$ cat src/rtl/ufb_pkg.sv
package ufb_pkg;

  localparam int unsigned BYTE_W = 8;
  localparam int unsigned LINE_ERR_N = 3;

  // Which source owns the receive-FIFO push in a given cycle
  typedef enum logic [1:0] {
    SRC_IDLE   = 2'd0,
    SRC_BUS    = 2'd1,
    SRC_SERIAL = 2'd2
  } rx_src_e;

endpackage

$ cat src/rtl/ufb_rst_sync.sv
module ufb_rst_sync #(
  parameter int unsigned STAGES = 2
) (
  input  logic clk,
  input  logic rst_n_a,
  output logic rst_n_s
);

  logic [STAGES-1:0] shift_q;
  logic [STAGES-1:0] shift_d;

  always_comb begin
    shift_d = {shift_q[STAGES-2:0], 1'b1};
  end

  always_ff @(posedge clk or negedge rst_n_a) begin
    if (!rst_n_a) begin
      shift_q <= '0;
    end else begin
      shift_q <= shift_d;
    end
  end

  assign rst_n_s = shift_q[STAGES-1];

endmodule

$ cat src/rtl/ufb_access_decode.sv
module ufb_access_decode #(
  parameter int unsigned ADDR_W    = 9,
  parameter int unsigned PORT_ADDR = 32'h140
) (
  input  logic              clk,
  input  logic              rst_n,
  input  logic              feat_en,
  input  logic              ctrl_sel,
  input  logic [ADDR_W-1:0] bus_addr,
  input  logic              bus_wr,
  input  logic              bus_rd,
  output logic              byp_act,
  output logic              wr_req,
  output logic              rd_req
);

  localparam int unsigned N_STB = 2;
  localparam logic [ADDR_W-1:0] HIT_ADDR = ADDR_W'(PORT_ADDR);

  logic [N_STB-1:0] stb_in;
  logic [N_STB-1:0] stb_rise;
  logic             addr_hit;

  assign stb_in = {bus_rd, bus_wr};

  // One edge detector per strobe: an access is the low-to-high transition
  for (genvar i = 0; i < N_STB; i++) begin : g_edge
    logic prev_q;
    logic prev_d;

    always_comb begin
      prev_d = stb_in[i];
    end

    always_ff @(posedge clk or negedge rst_n) begin
      if (!rst_n) begin
        prev_q <= 1'b0;
      end else begin
        prev_q <= prev_d;
      end
    end

    assign stb_rise[i] = stb_in[i] & ~prev_q;
  end

  assign byp_act  = feat_en & ctrl_sel;
  assign addr_hit = (bus_addr == HIT_ADDR);
  assign wr_req   = byp_act & addr_hit & stb_rise[0];
  assign rd_req   = byp_act & addr_hit & stb_rise[1];

endmodule

$ cat src/rtl/ufb_path_sel.sv
module ufb_path_sel
  import ufb_pkg::*;
#(
  parameter int unsigned DATA_W = BYTE_W
) (
  input  logic              clk,
  input  logic              rst_n,
  input  logic              byp_act,
  input  logic              wr_req,
  input  logic              rd_req,
  input  logic [DATA_W-1:0] bus_wdata,
  input  logic              ser_rx_valid,
  input  logic [DATA_W-1:0] ser_rx_data,
  input  logic              ser_tx_req,
  input  logic              rxf_full,
  input  logic              txf_empty,
  input  logic [DATA_W-1:0] txf_rdata,
  output logic              rxf_push,
  output logic [DATA_W-1:0] rxf_wdata,
  output logic              txf_pop,
  output logic [DATA_W-1:0] bus_rdata,
  output logic              ser_tx_valid,
  output logic [DATA_W-1:0] ser_tx_data
);

  rx_src_e           rx_src;
  logic              bus_push_ok;
  logic              ser_push_ok;
  logic              bus_pop_ok;
  logic              ser_pop_ok;

  logic              push_d;
  logic              pop_d;
  logic              txv_d;
  logic              wdata_en;
  logic              rdata_en;
  logic              txd_en;
  logic [DATA_W-1:0] wdata_d;
  logic [DATA_W-1:0] rdata_d;
  logic [DATA_W-1:0] txd_d;

  // Next-state logic
  always_comb begin
    bus_push_ok = wr_req & ~rxf_full;
    ser_push_ok = ~byp_act & ser_rx_valid & ~rxf_full;

    if (bus_push_ok) begin
      rx_src = SRC_BUS;
    end else if (ser_push_ok) begin
      rx_src = SRC_SERIAL;
    end else begin
      rx_src = SRC_IDLE;
    end

    push_d   = (rx_src != SRC_IDLE);
    wdata_en = push_d;
    unique case (rx_src)
      SRC_BUS:    wdata_d = bus_wdata;
      SRC_SERIAL: wdata_d = ser_rx_data;
      default:    wdata_d = rxf_wdata;
    endcase

    bus_pop_ok = rd_req & ~txf_empty;
    ser_pop_ok = ~byp_act & ser_tx_req & ~txf_empty;
    pop_d      = bus_pop_ok | ser_pop_ok;

    rdata_en = rd_req;
    rdata_d  = txf_empty ? '0 : txf_rdata;

    txv_d  = ser_pop_ok;
    txd_en = ser_pop_ok;
    txd_d  = txf_rdata;
  end

  // Registers
  always_ff @(posedge clk or negedge rst_n) begin
    if (!rst_n) begin
      rxf_push     <= 1'b0;
      txf_pop      <= 1'b0;
      ser_tx_valid <= 1'b0;
      rxf_wdata    <= '0;
      bus_rdata    <= '0;
      ser_tx_data  <= '0;
    end else begin
      rxf_push     <= push_d;
      txf_pop      <= pop_d;
      ser_tx_valid <= txv_d;
      if (wdata_en) begin
        rxf_wdata <= wdata_d;
      end
      if (rdata_en) begin
        bus_rdata <= rdata_d;
      end
      if (txd_en) begin
        ser_tx_data <= txd_d;
      end
    end
  end

endmodule

$ cat src/rtl/ufb_err_filter.sv
module ufb_err_filter #(
  parameter int unsigned ERR_N = 3
) (
  input  logic             clk,
  input  logic             rst_n,
  input  logic             byp_act,
  input  logic             ser_rx_valid,
  input  logic [ERR_N-1:0] err_in,
  output logic [ERR_N-1:0] irq_out
);

  // One registered gate per error source; all share the bypass mask
  for (genvar i = 0; i < ERR_N; i++) begin : g_src
    logic ev_q;
    logic ev_d;

    always_comb begin
      ev_d = ser_rx_valid & err_in[i] & ~byp_act;
    end

    always_ff @(posedge clk or negedge rst_n) begin
      if (!rst_n) begin
        ev_q <= 1'b0;
      end else begin
        ev_q <= ev_d;
      end
    end

    assign irq_out[i] = ev_q;
  end

endmodule

$ cat src/rtl/uart_fifo_bypass.sv
module uart_fifo_bypass
  import ufb_pkg::*;
#(
  parameter int unsigned ADDR_W      = 9,
  parameter int unsigned DATA_W      = BYTE_W,
  parameter int unsigned ERR_N       = LINE_ERR_N,
  parameter int unsigned PORT_ADDR   = 32'h140,
  parameter int unsigned SYNC_STAGES = 2
) (
  input  logic              clk,
  input  logic              rst_n,
  input  logic              feat_en,
  input  logic              ctrl_bypass,
  input  logic [ADDR_W-1:0] bus_addr,
  input  logic              bus_wr,
  input  logic              bus_rd,
  input  logic [DATA_W-1:0] bus_wdata,
  output logic [DATA_W-1:0] bus_rdata,
  input  logic              ser_rx_valid,
  input  logic [DATA_W-1:0] ser_rx_data,
  input  logic [ERR_N-1:0]  ser_rx_err,
  input  logic              ser_tx_req,
  output logic              ser_tx_valid,
  output logic [DATA_W-1:0] ser_tx_data,
  input  logic              rxf_full,
  output logic              rxf_push,
  output logic [DATA_W-1:0] rxf_wdata,
  input  logic              txf_empty,
  input  logic [DATA_W-1:0] txf_rdata,
  output logic              txf_pop,
  output logic [ERR_N-1:0]  line_err_irq
);

  logic rst_n_s;
  logic byp_act;
  logic wr_req;
  logic rd_req;

  ufb_rst_sync #(
    .STAGES (SYNC_STAGES)
  ) u_rst_sync (
    .clk     (clk),
    .rst_n_a (rst_n),
    .rst_n_s (rst_n_s)
  );

  ufb_access_decode #(
    .ADDR_W    (ADDR_W),
    .PORT_ADDR (PORT_ADDR)
  ) u_decode (
    .clk      (clk),
    .rst_n    (rst_n_s),
    .feat_en  (feat_en),
    .ctrl_sel (ctrl_bypass),
    .bus_addr (bus_addr),
    .bus_wr   (bus_wr),
    .bus_rd   (bus_rd),
    .byp_act  (byp_act),
    .wr_req   (wr_req),
    .rd_req   (rd_req)
  );

  ufb_path_sel #(
    .DATA_W (DATA_W)
  ) u_path (
    .clk          (clk),
    .rst_n        (rst_n_s),
    .byp_act      (byp_act),
    .wr_req       (wr_req),
    .rd_req       (rd_req),
    .bus_wdata    (bus_wdata),
    .ser_rx_valid (ser_rx_valid),
    .ser_rx_data  (ser_rx_data),
    .ser_tx_req   (ser_tx_req),
    .rxf_full     (rxf_full),
    .txf_empty    (txf_empty),
    .txf_rdata    (txf_rdata),
    .rxf_push     (rxf_push),
    .rxf_wdata    (rxf_wdata),
    .txf_pop      (txf_pop),
    .bus_rdata    (bus_rdata),
    .ser_tx_valid (ser_tx_valid),
    .ser_tx_data  (ser_tx_data)
  );

  ufb_err_filter #(
    .ERR_N (ERR_N)
  ) u_err (
    .clk          (clk),
    .rst_n        (rst_n_s),
    .byp_act      (byp_act),
    .ser_rx_valid (ser_rx_valid),
    .err_in       (ser_rx_err),
    .irq_out      (line_err_irq)
  );

endmodule

$ cat config.mk
export PLATFORM = sky130hd
export DESIGN_NAME = uart_fifo_bypass
export DESIGN_NICKNAME = d
export VERILOG_FILES = /design/src/rtl/ufb_pkg.sv /design/src/rtl/ufb_rst_sync.sv /design/src/rtl/ufb_access_decode.sv /design/src/rtl/ufb_path_sel.sv /design/src/rtl/ufb_err_filter.sv /design/src/rtl/uart_fifo_bypass.sv
export SDC_FILE = /design/constraint.sdc
export NUM_CORES = 1
export LEC_CHECK = 0
export ABC_AREA = 1
export BUFFER_PORTS_ARGS = -buffer_cell sky130_fd_sc_hd__buf_4
export CAP_MARGIN = 25
export CORE_MARGIN = 1
export CORE_UTILIZATION = 44
export DETAILED_ROUTE_END_ITERATION = 10
export MAX_ROUTING_LAYER = met4
export PLACE_DENSITY = 0.78
export SYNTH_ARGS = -nofsm -noshare
export SYNTH_HDL_FRONTEND = slang
export SYNTH_HIERARCHICAL = 1
export SYNTH_SLANG_ARGS = --single-unit
$ cat constraint.sdc
create_clock -name clk -period 1.3 [get_ports clk]
set_input_delay 0.26 -clock clk [delete_from_list [all_inputs] [get_ports clk]]
set_output_delay 0.26 -clock clk [all_outputs]
set_load 0.02 [all_outputs]
==> metrics.txt, run 1 <==
run status complete, no violations; HP Start bus_wr; area taken by multi-input logic gates roughly 420 sq um; YS warnings 6; unrepaired setup endpoints after global routing no; Die W between 60 and 70 um; first-pass iteration count of the detailed router 4; Pwr per Cell Area around 1100 mW/mm^2; critical path type reg2out; main combinational cell family by area after synthesis simple AND/OR/NAND/NOR gates; Max rail drop VDD 682 uV; Crit path required time between 1 and 1.5 ns; Final Util 70.4%; via count around 1300; gp weighted congestion about 0.86; H-tree levels 2; worst skew pair latency about 0.33 ns; min cycle time layout between 1 and 1.5 ns; worst slack, placed -0.0623 ns; Synth area leader dfrtp_1; grt ovf 0; critical path arrival roughly 0.90 ns; ANT cells 0; CP cell instances buf_4; DP HPWL 2430 um; compound-cell area share of the yosys netlist under 10%; largest net degree at the start of global routing 33; area growth from synthesis to layout 47.6%; Synth Net Count 225; TritonCTS clock tree yes; Post-Syn Area 0.00149 sq mm; wire per inst between 10 and 15 um; Global Route Usage Sum approximately a fifth; Power Total around 2.4 mW; commonest cells after routing, fill and taps aside buf_4, nand2_1, inv_1; Synth Register Bits 34; Final setup viols 0; vias in the first global route about 1200; Post-Synth XOR/XNOR Area 0%; number of port buffers 75; clock sink count 34; setup repair bufs after CTS 0; final WL around 3100 um; CP Capture Type output pin; Final Skew 0.00431 ns; global-route wire length before repair around 5300 um; PnR worst setup slack approximately 0.14 ns; Synth top area share approximately 57%; Row Count 20; CP top delay family flip-flops; Pins Over Slew Limit 0; Num CTS Buffers 5; clk root buf clkbuf_4; HP Class in2reg; Placed Instances slightly below 300; CP Launch Point u_path/rxf_wdata[4]$_DFFE_PN0P_; post-synthesis adder-cell area fraction 0%; reg2reg start u_decode/g_edge[0].prev_q$_DFF_PN0_; sequential fraction of the synthesis area a little under three fifths; Reg area between 800 and 900 sq um; Final Hold Fails 0; Core Region between 0.003 and 0.004 sq mm; 1st-iter DRT viols 63; Final Cycle Share ~89%; Critical-path top delay cell dfrtp_1; initial antenna violation count 0; post-synthesis simple-gate area fraction between 20% and 30%; Max stage delay on crit path between 0.4 and 0.5 ns; via/cell ratio ~4.4; I/O Pins 76; Leakage around 1.3 nW; final net count 308; Netlist cell types 16; Crit Path Max Fanout 2; Peak Freq approximately 0.86 GHz; post-synthesis mux area share 0%; clk slew on worst S/H paths 0.10 ns; height of the die 60.2 um; Post-route DRC 0; filler cell count 270; buffer and inverter count on the worst path 1; layout cells sized above 1 a little over a third; die area 0.00363 sq mm; Initial Utilization 47.7%; DRT antenna net count 0; Startpoint Class flip-flop; Clock Tree Buf Depth 2; Synth Instances about 180; maxcap violations 0; mean post-synth cell area 8.33 sq um; setup tns final 0 ns; fin cells between 300 and 400; most common cell after layout, fill and taps aside buf_4; Synth area leaders dfrtp_1, inv_1, nand2_1, nand3_1, o22ai_1
registers in the layout, summed over array words and instances, names as in the netlist:
signal and cells:
u_decode/g_edge.prev_q 2, u_path/txf_pop 1, u_path/rxf_push 1, u_rst_sync/shift_q 2, u_path/ser_tx_data 8, u_err/g_src.ev_q 3, u_path/ser_tx_valid 1, u_path/bus_rdata 8
u_path/rxf_wdata 8
per-layer routing:
layer	part of all wire [%]	global-route usage (%)	vias to the layer above
li1	-	-	698
met1	45	26.9	582
met2	45	31.4	61
met3	8.6	6.93	5
met4	1.1	7.31	0
met5	0	-	-
logic make-up (layout without fill, tap and decap cells):
family                 count (synthesis)  in the layout
other                                  1              1
buffers and inverters                 53            137
DFF                                   34             34
and+or+nand+nor                       75             75
AOI/OAI and AO/OA                     16             16
path summary, 6_finish.rpt:
check / end / slack [ns] / cells past startpoint
min in group asynchronous: u_rst_sync/shift_q[0]$_DFF_PN0_ / 0.23 / 2
worst min-delay path: u_decode/g_edge[0].prev_q$_DFF_PN0_ / 0.04 / 1
worst min register to register: u_path/ser_tx_data[6]$_DFFE_PN0P_ / 0.26 / 1
max in group asynchronous: u_err/g_src[0].ev_q$_DFF_PN0_ / 0.76 / 1
worst max-delay path: rxf_wdata[4] / 0.14 / 1
worst max register to register: u_path/rxf_wdata[1]$_DFFE_PN0P_ / 0.15 / 8
report_power, final:
group	total (mW)	switching (mW)	internal (mW)
sequential	1.20	0.0458	1.15
combinational	0.555	0.287	0.268
clock	0.608	0.348	0.260
total	2.36	0.681	1.68
area by class of cell:
cell class	instances	share of cell area, %
sequential	34	38.7
timing repair buffer	82	28.7
multi-input combinational	92	19.2
inverter	47	8.13
tap	44	2.50
clock buffer	6	2.33
clock inverter	2	0.569
synthesized netlist by cell type, drive strengths merged:
library cell   n
buf            6
conb           1
dfrtp         34
inv           47
nand2         46
nand3         19
nor2          10
o21ai          8
o22ai          8
through the flow:
step | hold slack [ns] | area [sq um]
after detailed placement | 0.0433 | 2130
after global placement | 0.0424 | 2130
after global routing | 0.0139 | 2200
after floorplan | -0.0356 | 1490
final | 0.0353 | 2200
after CTS | 0.0225 | 2200
what timing repair did:
item,in CTS,in global routing
hold endpoints to repair,2,0
gates resized for setup,0,0
endpoints found under the setup margin,0,1
hold buffers,1,0
No activity file was read; power rests on OpenSTA's default activity.
==> run 2, diff against run 1 <==
--- a/config.mk
+++ b/config.mk
@@ -5,11 +5,10 @@
 export SDC_FILE = /design/constraint.sdc
 export NUM_CORES = 1
 export LEC_CHECK = 0
-export ABC_AREA = 1
 export BUFFER_PORTS_ARGS = -buffer_cell sky130_fd_sc_hd__buf_4
 export CAP_MARGIN = 25
 export CORE_MARGIN = 1
-export CORE_UTILIZATION = 44
+export CORE_UTILIZATION = 43
 export DETAILED_ROUTE_END_ITERATION = 10
 export MAX_ROUTING_LAYER = met4
 export PLACE_DENSITY = 0.78
==> metrics.txt, run 2 <==
mean post-synth cell area 12.9 sq um; main combinational cell family by area after synthesis compound AO/OA/AOI/OAI gates; Startpoint Class input port; Die W between 50 and 60 um; maxcap violations 0; PnR worst setup slack -0.197 ns; ANT cells 0; DP HPWL 2610 um; Synth top area share between 60% and 70%; Peak Freq about 0.67 GHz; TritonCTS clock tree yes; YS warnings 6; final WL between 3000 and 4000 um; 1st-iter DRT viols just over 40; first-pass iteration count of the detailed router 4; top cells by instance count after synthesis dfrtp_1, inv_1, nor2b_1; most common cell after layout, fill and taps aside buf_4; Placed Instances 228; Clock Tree Buf Depth 2; worst slack, placed -0.399 ns; Global Route Usage Sum around a quarter; via/cell ratio around 5.1; initial antenna violation count 0; Crit Path Max Fanout 4; H-tree levels 2; clock sink count 34; Synth Instances about 110; gp weighted congestion slightly below 0.8; critical path arrival approximately 1.7 ns; critical path type in2reg; min cycle time layout between 1 and 1.5 ns; fin cells about 250; wire per inst between 15 and 20 um; Final setup viols 17; layout cells sized above 1 about two thirds; compound-cell area share of the yosys netlist a little over an eighth; Post-Synth XOR/XNOR Area 0%; Core Region between 0.003 and 0.004 sq mm; Leakage 1.18 nW; DRT antenna net count 0; Row Count 20; I/O Pins 76; Post-route DRC 0; Final Skew ~0.0046 ns; setup tns final -2.69 ns; hold_ws 0.0686 ns; grt ovf 0; final net count approximately 250; worst skew pair latency approximately 0.32 ns; Pins Over Slew Limit 0; top flop regs u_path/bus_rdata x8, u_path/rxf_wdata x8, u_path/ser_tx_data x8; sequential fraction of the synthesis area roughly three fifths; via count 1249; most numerous cell in the Yosys netlist dfrtp_1; Pwr per Cell Area roughly 1000 mW/mm^2; post-synthesis adder-cell area fraction 0%; FFs w/ async S/R, synth between 90% and 100%; Synth area leader dfrtp_1; area growth from synthesis to layout 69.5%; Final Hold Fails 0; commonest cells after routing, fill and taps aside buf_4, dfrtp_1, inv_1; global-route wire length before repair ~5900 um; HP Class in2reg; largest net degree at the start of global routing 18; clk slew on worst S/H paths around 0.10 ns; Synth Register Bits 34; Initial Utilization between 40% and 50%; post-synthesis simple-gate area fraction around an eighth; Synth Net Count between 150 and 200; Post-Syn Area approximately 0.0014 sq mm; Num CTS Buffers 5; unrepaired setup endpoints after global routing yes; ys flop type dfrtp_1; Crit path required time 1.52 ns; EDFF count, synth 0; post-synthesis mux area share under 10%; vias in the first global route around 1200; number of port buffers 75; CP Capture Type flip-flop; Synth area leaders dfrtp_1, mux2_2, a31o_2, a22oi_1, nor2b_1; Netlist cell types 23; run status complete, but fails checks; Final Cycle Share 115%; clk root buf clkbuf_4; die area approximately 0.0035 sq mm; Max rail drop VDD 765 uV; failing checks negative setup slack; height of the die around 60 um
## run 2: kinds of logic after synthesis
kind of cell	count (synthesis)
flip-flops	34
AO/OA/AOI/OAI	26
AND/OR/NAND/NOR	23
buffers and inverters	16
multiplexers	8
other	1
## run 2: worst paths after layout
check / from / to / slack (ns) / depth (start not counted)
min in group asynchronous: u_rst_sync/shift_q[1]$_DFF_PN0_ / u_path/rxf_wdata[1]$_DFFE_PN0P_ / 0.26 / 1
worst max register to register: u_decode/g_edge[1].prev_q$_DFF_PN0_ / u_path/bus_rdata[1]$_DFFE_PN0P_ / -0.16 / 6
max in group asynchronous: u_rst_sync/shift_q[1]$_DFF_PN0_ / u_path/ser_tx_data[5]$_DFFE_PN0P_ / 0.84 / 1
worst min register to register: u_rst_sync/shift_q[1]$_DFF_PN0_ / u_path/rxf_wdata[1]$_DFFE_PN0P_ / 0.26 / 1
worst min-delay path: bus_wr / u_decode/g_edge[0].prev_q$_DFF_PN0_ / 0.07 / 1
worst max-delay path: bus_addr[4] / u_path/bus_rdata[1]$_DFFE_PN0P_ / -0.20 / 9
## run 2: layout make-up
class	count	area, sq um
clock buffers	7	55.1
clock inverters	1	5.00
well taps	44	55.1
multi-input cells	58	616
flip-flops and latches	34	851
repair buffers	91	742
inverters	10	37.5
fillers	225	692
## run 2: routing by layer
layer	up-vias	routed length, um	track usage (%)	part of all wire [%]
met4	0	72	10.9	1.8
met1	631	1490	27.1	37
met2	48	2250	41.4	57
li1	560	-	-	-
met5	-	0	-	0
met3	10	163	5.05	4.1
## run 2: report_power, final
group | internal [mW] | total (mW) | switching [mW]
clock network | 0.262 | 0.594 | 0.331
logic | 0.310 | 0.608 | 0.298
registers | 1.16 | 1.21 | 0.0519
## run 2: what timing repair did
| action | in CTS | in global routing |
|---|---|---|
| pin swaps | 9 | 3 |
| hold buffers | 1 | 0 |
| endpoints found under the setup margin | 17 | 18 |
| setup buffers | 4 | 3 |
| cloned | 2 | 0 |
| gates resized for setup | 13 | 12 |
| endpoints found under the hold margin | 2 | 0 |
## run 2: metrics by stage
stage / utilization (%) / instance area (sq um) / power [mW]
3_3_place_gp: 68.5 / 2090 / 1.78
6_report: 77.3 / 2360 / 2.41
5_1_grt: 77.3 / 2360 / 2.52
2_1_floorplan: - / 1450 / 1.49
3_5_place_dp: 68.5 / 2090 / 1.80
4_1_cts: 75.8 / 2310 / 2.41
## run 2: worst max-delay path: stages
cell and delay, ns:
buf_6 0.09, or3_4 0.40, buf_4 0.15, buf_6 0.11, nor4_4 0.14, buf_4 0.17
clkbuf_16 0.14, nor2b_4 0.04, a31o_2 0.21
